File: src/rtl/nbs_pkg.sv
package nbs_pkg;
  typedef enum logic [1:0] {
    ST_IDLE    = 2'd0,
    ST_REQ     = 2'd1,
    ST_COLLECT = 2'd2,
    ST_UPDATE  = 2'd3
  } nbs_state_e;

  // Spare bytes examined per block; the marker rules use bytes 0, 1 and 5.
  localparam int SPARE_BYTES = 6;
  localparam logic [7:0] ERASED = 8'hFF;
endpackage

File: src/rtl/nbs_range_clamp.sv
module nbs_range_clamp #(
  parameter int BLK_W = 6,
  parameter int IDX_W = BLK_W + 2,
  parameter int CNT_W = BLK_W + 1
) (
  input  logic signed [IDX_W-1:0] first_i,
  input  logic signed [IDX_W-1:0] last_i,
  input  logic        [CNT_W-1:0] count_i,
  output logic        [BLK_W-1:0] lo_o,
  output logic signed [IDX_W-1:0] hi_o,
  output logic                    empty_o
);
  logic signed [IDX_W-1:0] count_s;
  logic signed [IDX_W-1:0] lo_s;
  logic signed [IDX_W-1:0] minus_one;

  assign minus_one = '1;
  assign count_s   = $signed({{(IDX_W-CNT_W){1'b0}}, count_i});

  always_comb begin
    if (first_i < 0 || first_i >= count_s) lo_s = '0;
    else                                   lo_s = first_i;
    if (last_i == minus_one || last_i >= count_s) hi_o = count_s - 1;
    else                                          hi_o = last_i;
  end

  assign empty_o = (lo_s > hi_o);
  assign lo_o    = lo_s[BLK_W-1:0];
endmodule

File: src/rtl/nbs_spare_capture.sv
module nbs_spare_capture #(
  parameter int NBYTES = 6
) (
  input  logic                   clk,
  input  logic                   rst_n,
  input  logic                   clear_i,
  input  logic                   beat_i,
  input  logic [7:0]             data_i,
  output logic [NBYTES-1:0][7:0] bytes_o
);
  localparam int CW = $clog2(NBYTES + 1);
  logic [CW-1:0] cnt_q;

  always_ff @(posedge clk or negedge rst_n) begin
    if (!rst_n)                         cnt_q <= '0;
    else if (clear_i)                   cnt_q <= '0;
    else if (beat_i && cnt_q != CW'(NBYTES)) cnt_q <= cnt_q + 1'b1;
  end

  for (genvar i = 0; i < NBYTES; i++) begin : g_slot
    always_ff @(posedge clk or negedge rst_n) begin
      if (!rst_n)                             bytes_o[i] <= 8'hFF;
      else if (clear_i)                       bytes_o[i] <= 8'hFF;
      else if (beat_i && cnt_q == CW'(i))     bytes_o[i] <= data_i;
    end
  end
endmodule

File: src/rtl/nbs_verdict.sv
module nbs_verdict #(
  parameter int NBYTES = 6
) (
  input  logic [NBYTES-1:0][7:0] bytes_i,
  input  logic                   wide_bus_i,
  input  logic                   big_page_i,
  output logic                   bad_o
);
  logic bus_fail;
  logic small_fail;
  logic big_fail;

  assign bus_fail   = wide_bus_i  && ((bytes_i[0] & bytes_i[1]) != 8'hFF);
  assign small_fail = !big_page_i && (bytes_i[5] != 8'hFF);
  assign big_fail   = big_page_i  && (bytes_i[0] != 8'hFF);
  assign bad_o      = bus_fail || small_fail || big_fail;
endmodule

File: src/rtl/nbs_bitmap.sv
module nbs_bitmap #(
  parameter int N     = 64,
  parameter int BLK_W = 6
) (
  input  logic             clk,
  input  logic             rst_n,
  input  logic             wr_en_i,
  input  logic [BLK_W-1:0] wr_idx_i,
  input  logic             wr_bad_i,
  output logic [N-1:0]     bad_o,
  output logic [N-1:0]     known_o
);
  for (genvar i = 0; i < N; i++) begin : g_bit
    logic hit;
    assign hit = wr_en_i && (wr_idx_i == BLK_W'(i));
    always_ff @(posedge clk or negedge rst_n) begin
      if (!rst_n) begin
        bad_o[i]   <= 1'b0;
        known_o[i] <= 1'b0;
      end else if (hit) begin
        bad_o[i]   <= wr_bad_i;
        known_o[i] <= 1'b1;
      end
    end
  end
endmodule

File: src/rtl/nand_bbt_scanner.sv
module nand_bbt_scanner
  import nbs_pkg::*;
#(
  parameter int MAX_BLOCKS = 64,
  parameter int PPB_W      = 8,
  localparam int BLK_W  = $clog2(MAX_BLOCKS),
  localparam int CNT_W  = BLK_W + 1,
  localparam int IDX_W  = BLK_W + 2,
  localparam int PAGE_W = BLK_W + PPB_W
) (
  input  logic                    clk,
  input  logic                    rst_n,
  input  logic                    start,
  input  logic signed [IDX_W-1:0] first_blk,
  input  logic signed [IDX_W-1:0] last_blk,
  input  logic [CNT_W-1:0]        num_blocks,
  input  logic [PPB_W-1:0]        pages_per_blk,
  input  logic                    page_2k,
  input  logic                    bus_16,
  output logic                    rd_req_valid,
  input  logic                    rd_req_ready,
  output logic [PAGE_W-1:0]       rd_req_page,
  input  logic                    sp_valid,
  output logic                    sp_ready,
  input  logic [7:0]              sp_data,
  input  logic                    sp_last,
  output logic [MAX_BLOCKS-1:0]   bad_map,
  output logic [MAX_BLOCKS-1:0]   known_map,
  output logic                    done
);
  nbs_state_e              state_q;
  logic [BLK_W-1:0]        cur_q;
  logic signed [IDX_W-1:0] hi_q;
  logic [PAGE_W-1:0]       page_q;
  logic [PPB_W-1:0]        ppb_q;
  logic                    big_q;
  logic                    wide_q;

  logic [BLK_W-1:0]        lo_c;
  logic signed [IDX_W-1:0] hi_c;
  logic                    empty_c;
  logic                    go;
  logic                    beat;
  logic                    at_end;
  logic                    verdict;
  logic [SPARE_BYTES-1:0][7:0] spare;

  nbs_range_clamp #(.BLK_W(BLK_W), .IDX_W(IDX_W), .CNT_W(CNT_W)) u_clamp (
    .first_i (first_blk),
    .last_i  (last_blk),
    .count_i (num_blocks),
    .lo_o    (lo_c),
    .hi_o    (hi_c),
    .empty_o (empty_c)
  );

  assign go       = start && (state_q == ST_IDLE) && !empty_c;
  assign sp_ready = (state_q == ST_COLLECT);
  assign beat     = sp_valid && sp_ready;
  assign at_end   = ($signed({2'b00, cur_q}) == hi_q);

  nbs_spare_capture #(.NBYTES(SPARE_BYTES)) u_capture (
    .clk     (clk),
    .rst_n   (rst_n),
    .clear_i (state_q == ST_REQ),
    .beat_i  (beat),
    .data_i  (sp_data),
    .bytes_o (spare)
  );

  nbs_verdict #(.NBYTES(SPARE_BYTES)) u_verdict (
    .bytes_i    (spare),
    .wide_bus_i (wide_q),
    .big_page_i (big_q),
    .bad_o      (verdict)
  );

  nbs_bitmap #(.N(MAX_BLOCKS), .BLK_W(BLK_W)) u_map (
    .clk      (clk),
    .rst_n    (rst_n),
    .wr_en_i  (state_q == ST_UPDATE),
    .wr_idx_i (cur_q),
    .wr_bad_i (verdict),
    .bad_o    (bad_map),
    .known_o  (known_map)
  );

  always_ff @(posedge clk or negedge rst_n) begin
    if (!rst_n) begin
      state_q <= ST_IDLE;
      cur_q   <= '0;
      hi_q    <= '0;
      page_q  <= '0;
      ppb_q   <= '0;
      big_q   <= 1'b0;
      wide_q  <= 1'b0;
    end else begin
      unique case (state_q)
        ST_IDLE: if (go) begin
          state_q <= ST_REQ;
          cur_q   <= lo_c;
          hi_q    <= hi_c;
          page_q  <= PAGE_W'(lo_c) * PAGE_W'(pages_per_blk);
          ppb_q   <= pages_per_blk;
          big_q   <= page_2k;
          wide_q  <= bus_16;
        end
        ST_REQ: if (rd_req_ready) state_q <= ST_COLLECT;
        ST_COLLECT: if (beat && sp_last) state_q <= ST_UPDATE;
        ST_UPDATE: begin
          if (at_end) begin
            state_q <= ST_IDLE;
          end else begin
            state_q <= ST_REQ;
            cur_q   <= cur_q + 1'b1;
            page_q  <= page_q + PAGE_W'(ppb_q);
          end
        end
        default: state_q <= ST_IDLE;
      endcase
    end
  end

  assign rd_req_valid = (state_q == ST_REQ);
  assign rd_req_page  = page_q;
  assign done         = (state_q == ST_IDLE);
endmodule

File: config.mk
export PLATFORM = sky130hd
export DESIGN_NAME = nand_bbt_scanner
export DESIGN_NICKNAME = d
export VERILOG_FILES = /design/src/rtl/nbs_pkg.sv /design/src/rtl/nbs_range_clamp.sv /design/src/rtl/nbs_spare_capture.sv /design/src/rtl/nbs_verdict.sv /design/src/rtl/nbs_bitmap.sv /design/src/rtl/nand_bbt_scanner.sv
export SDC_FILE = /design/constraint.sdc
export NUM_CORES = 1
export LEC_CHECK = 0
export BUFFER_PORTS_ARGS = -buffer_cell sky130_fd_sc_hd__buf_2
export CAP_MARGIN = 25
export CORE_UTILIZATION = 29
export DETAILED_ROUTE_END_ITERATION = 10
export PLACE_DENSITY = 0.52
export SLEW_MARGIN = 20
export SYNTH_ARGS = -nofsm -noshare
export SYNTH_HDL_FRONTEND = slang
export SYNTH_SLANG_ARGS = --single-unit
File: constraint.sdc
create_clock -name clk -period 4.6 [get_ports clk]
set_input_delay 0.92 -clock clk [delete_from_list [all_inputs] [get_ports clk]]
set_output_delay 0.92 -clock clk [all_outputs]
set_load 0.03 [all_outputs]
==> results.txt <==
----------------------------------------------------
[Run status]
  Run status ... finished, violations left
  Violated checks ... design-rule violations, negative setup slack

[Critical path]
  CP Class ... in -> reg
  Setup slack of the worst register-to-register path ... ~2.1 ns
  Crit start category ... input pin
  Worst reg2reg path endpoint ... u_map.bad_o[6]
  Number of cells on the worst reg-to-reg path ... 7
  CP Capture Type ... register
  Signal arrival time at the worst endpoint ... 5.42 ns
  Critical path buffer and inverter count ... 7
  Worst path most repeated cell ... fa_1
  Required @ worst endpoint ... 4.93 ns
  Cell breakdown of the critical path ... buf_8 > inv_8 > ha_4 > a21o_1 > a2111oi_4 > o21a_2 > buf_6 > and2_4 > buf_6 > nand2_4 > fa_1 > inv_2 > fa_1 > inv_1 > fa_1 > inv_1 > ha_2 > or4_1 > o22a_1 > xor2_1 > o32ai_2 > a311oi_1
  Launching point of the worst reg2reg path ... state_q[0]
  Maximum net fanout on the critical path ... 5
  Cell class contributing the biggest share of worst-path delay ... adder cells
  Cell with the largest stage delay on the worst path ... fa_1
  Highest cell delay on the worst timing path ... 0.55 ns

[Timing]
  Largest clock skew in the final design ... 0.0167 ns
  Setup repair after global routing missed its margin ... true
  Setup-failing EPs final ... 7
  Worst slew pin tran ... 0.895 ns
  Fmax ... 196 MHz
  WHS ... about 0.46 ns
  Setup_tns ... -2.64 ns
  Total count of hold-check failures in the final report ... 0
  Headroom to the max-slew limit ... 0.403
  Final worst path period need ... 5.09 ns
  Setup slack after layout ... -0.489 ns
  Final-report max-slew violation count ... 0
  Final Cycle Share ... 1.11

[Placed design]
  Post-placement worst setup slack ... -1.19 ns
  Final estimated routing congestion in global placement ... between 0.8 and 0.9
  Number of buffers added on ports ... approximately 190
  Count of placed standard cells including taps ... 1776
  Final HPWL DP ... 22.1 mm

[Yosys]
  Warnings from Yosys ... 0
  Number of enable-type register cells in the synthesized netlist ... 0
  Area fraction in and, or, nand and nor cells after synthesis ... 0.220
  Synthesized area per cell ... 9.64 um^2
  Share of synthesized area occupied by flip-flops and latches ... 0.465
  Leading cell types by count after synthesis ... dfrtp_1, nand2_1, nor2_1
  Library cells used by synthesis ... between 70 and 80
  Main synth FF type ... dfrtp_1
  Multiplexer fraction of the synthesized cell area ... 0.0232
  FFs w/ async S/R, synth ... 1.00
  Top cells by area in the synthesized netlist ... dfrtp_1, ha_1, dfstp_2, fa_1, nand2_1
  Nets in the synthesized netlist ... 1233
  Synthesized-area fraction occupied by xor and xnor cells ... 0.0158
  Area share of the largest cell type after synthesis ... 0.406
  Total standard cell area after synthesis ... 0.0106 mm^2
  Main combinational cell family by area after synthesis ... simple AND/OR/NAND/NOR gates
  Post-synthesis cell count ... 1095
  Synthesized-area fraction occupied by adder cells ... 0.126
  Cell with the most instances after synthesis ... dfrtp_1
  Dominant cell type by area after synthesis ... dfrtp_1
  Compound-cell area share of the yosys netlist ... 0.108
  Number of synthesized register bits ... 195

[Floorplanning]
  Core outline area ... around 0.036 mm^2
  Initial core utilization ... 0.296
  DIE HEIGHT ... just under 200 um
  Number of placement rows ... 69
  Die Wd ... 193 um
  Full die area ... 0.0372 mm^2
  I/O pin cnt ... 192

[Clock network]
  H-tree levels ... 4
  Clock Sinks ... ~200
  CTS Buf Count ... 17
  Clock tree from TritonCTS ... built
  Clock root buffer ... clkbuf_16
  Buffer depth of the longest clock path ... 2
  Clk pin slew, worst setup/hold paths ... 0.08 ns
  Clock latency of the later-clocked register in the worst-skew pair ... 0.43 ns

[Final layout]
  Number of fillers in the final layout ... 3583
  Area growth syn-to-layout ... 28.5%
  Number of diodes added for antenna fixing ... 0
  Fin cells ... 1821
  Final Core Density ... 0.380
  Share of cells above drive strength 1 ... 0.330
  Number of nets at the end of the flow ... 1485

[Hold path]
  Worst hold path class ... reg -> reg
  Critical hold path startpoint ... u_map.known_o[2]
  Min-Delay Path Depth ... 1
  Destination of the worst hold path ... u_map.known_o[2]

[Route]
  Total vias in the final route ... 8528
  Routed wirelength normalized by instance count ... 16.1 um
  Remaining antenna violation count after routing ... 0
  Post-Route WL ... 29.3 mm
  Detailed-router iteration count before antenna repair ... 9
  DRC violation count after routing ... 28
  Via density per instance ... between 4 and 5
  Number of violations reported at the end of detailed-routing iteration 0 ... 384

[Global route]
  Number of global-route vias before repair ... 8265
  Total gr overflow ... 0
  Antenna violations before repair ... 0
  Maximum number of pins on one net before global-route repair ... 106
  Global-route usage over all layers ... 0.157
  First-pass GRT wire length ... 45.5 mm

[Power and ir drop]
  Pwr/cell area ... about 660 mW/mm^2
  Leakage power ... 6.99 nW
  Worst-case vdd ir drop ... 0.000457 V

[Job]
  Maximum capacitance violations ... 0

----------------------------------------------------
-- how the worst max path moves through the flow --
stage	startpoint	to	slack [ns]	cells after the start
floorplan	first_blk[5]	rd_req_page[12]	-0.82	19
global placement	num_blocks[5]	rd_req_page[12]	-1.09	19
detailed placement	num_blocks[5]	rd_req_page[12]	-1.19	20
CTS	num_blocks[5]	rd_req_page[13]	-0.49	22
global route	num_blocks[5]	rd_req_page[11]	-0.66	20
finish	num_blocks[5]	rd_req_page[11]	-0.49	22
-- layout by cell type (no fill, tap or decap), types with 7 or more instances in the layout --
| cell type | n |
|---|---|
| mux2i_1 | 11 |
| mux2_2 | 11 |
| nor2_1 | 118 |
| ha_1 | 57 |
| xnor2_1 | 14 |
| and2_1 | 11 |
| nand3_1 | 38 |
| nand4_1 | 13 |
| nand2b_1 | 20 |
| dfstp_2 | 24 |
| dfrtp_1 | 171 |
| fa_1 | 26 |
| and3_1 | 32 |
| buf_2 | 189 |
| buf_6 | 7 |
| and3_4 | 14 |
| buf_4 | 67 |
| nor3_1 | 12 |
| o21ai_0 | 41 |
| inv_1 | 60 |
| or2_2 | 49 |
| o21a_1 | 9 |
| a21oi_1 | 74 |
| nand2_1 | 130 |
| clkbuf_16 | 17 |
| a21o_1 | 7 |
-- through the flow --
stage | instance area [um^2] | total power, mW
after floorplan | 10700 | 5.88
after global placement | 12600 | 7.24
after detailed placement | 12600 | 7.29
after CTS | 13400 | 8.99
after global routing | 13600 | 9.54
final | 13600 | 8.92
-- cells by family (layout without fill, tap and decap cells) --
kind of cell	Yosys count	in the layout
buffers and inverters	104	369
AOI/OAI and AO/OA	186	186
adders and majority gates	91	91
muxes	23	23
DFF	195	195
xor gates and xnor gates	19	19
and+or+nand+nor	476	476
other	1	1
-- layer usage --
layer  global-route usage  vias up  wire length [um]
li1                     -     4225                 -
met1                0.216     4114             14100
met2                0.258      162             13900
met3               0.0202       27               915
met4               0.0442        0               461
met5                    0        -                 0
-- flip-flops by register name (all words and copies together) (netlist names) --
name,count
wide_q,1
u_map.known_o,64
u_capture.cnt_q,3
u_capture.bytes_o,24
hi_q,8
big_q,1
ppb_q,8
state_q,2
cur_q,6
u_map.bad_o,64
rd_req_page,14
-- report_power, final --
part / leakage (nW) / internal (mW) / switching (mW)
sequential: 2.47 / 2.43 / 0.438
combinational: 4.21 / 1.52 / 2.91
clock: 0.312 / 0.852 / 0.767
-- cell type report --
| class | instances | area, um^2 | share of cell area |
|---|---|---|---|
| Clock buffer | 17 | 425 | 0.0314 |
| Clock inverter | 15 | 225 | 0.0166 |
| Inverter | 66 | 255 | 0.0188 |
| Multi-Input combinational cell | 796 | 5500 | 0.406 |
| Sequential cell | 195 | 4910 | 0.362 |
| Tap cell | 461 | 577 | 0.0425 |
| Timing Repair Buffer | 271 | 1670 | 0.123 |
-- repair_timing --
item                                    in CTS  in global routing
gates cloned                                 1                  0
endpoints found under the setup margin       8                  9
gates resized for setup                     28                 23
pin swaps                                   25                 10
setup buffers                               11                  3
hold buffers                                 0                  0
No activity file was read; power rests on OpenSTA's default activity.
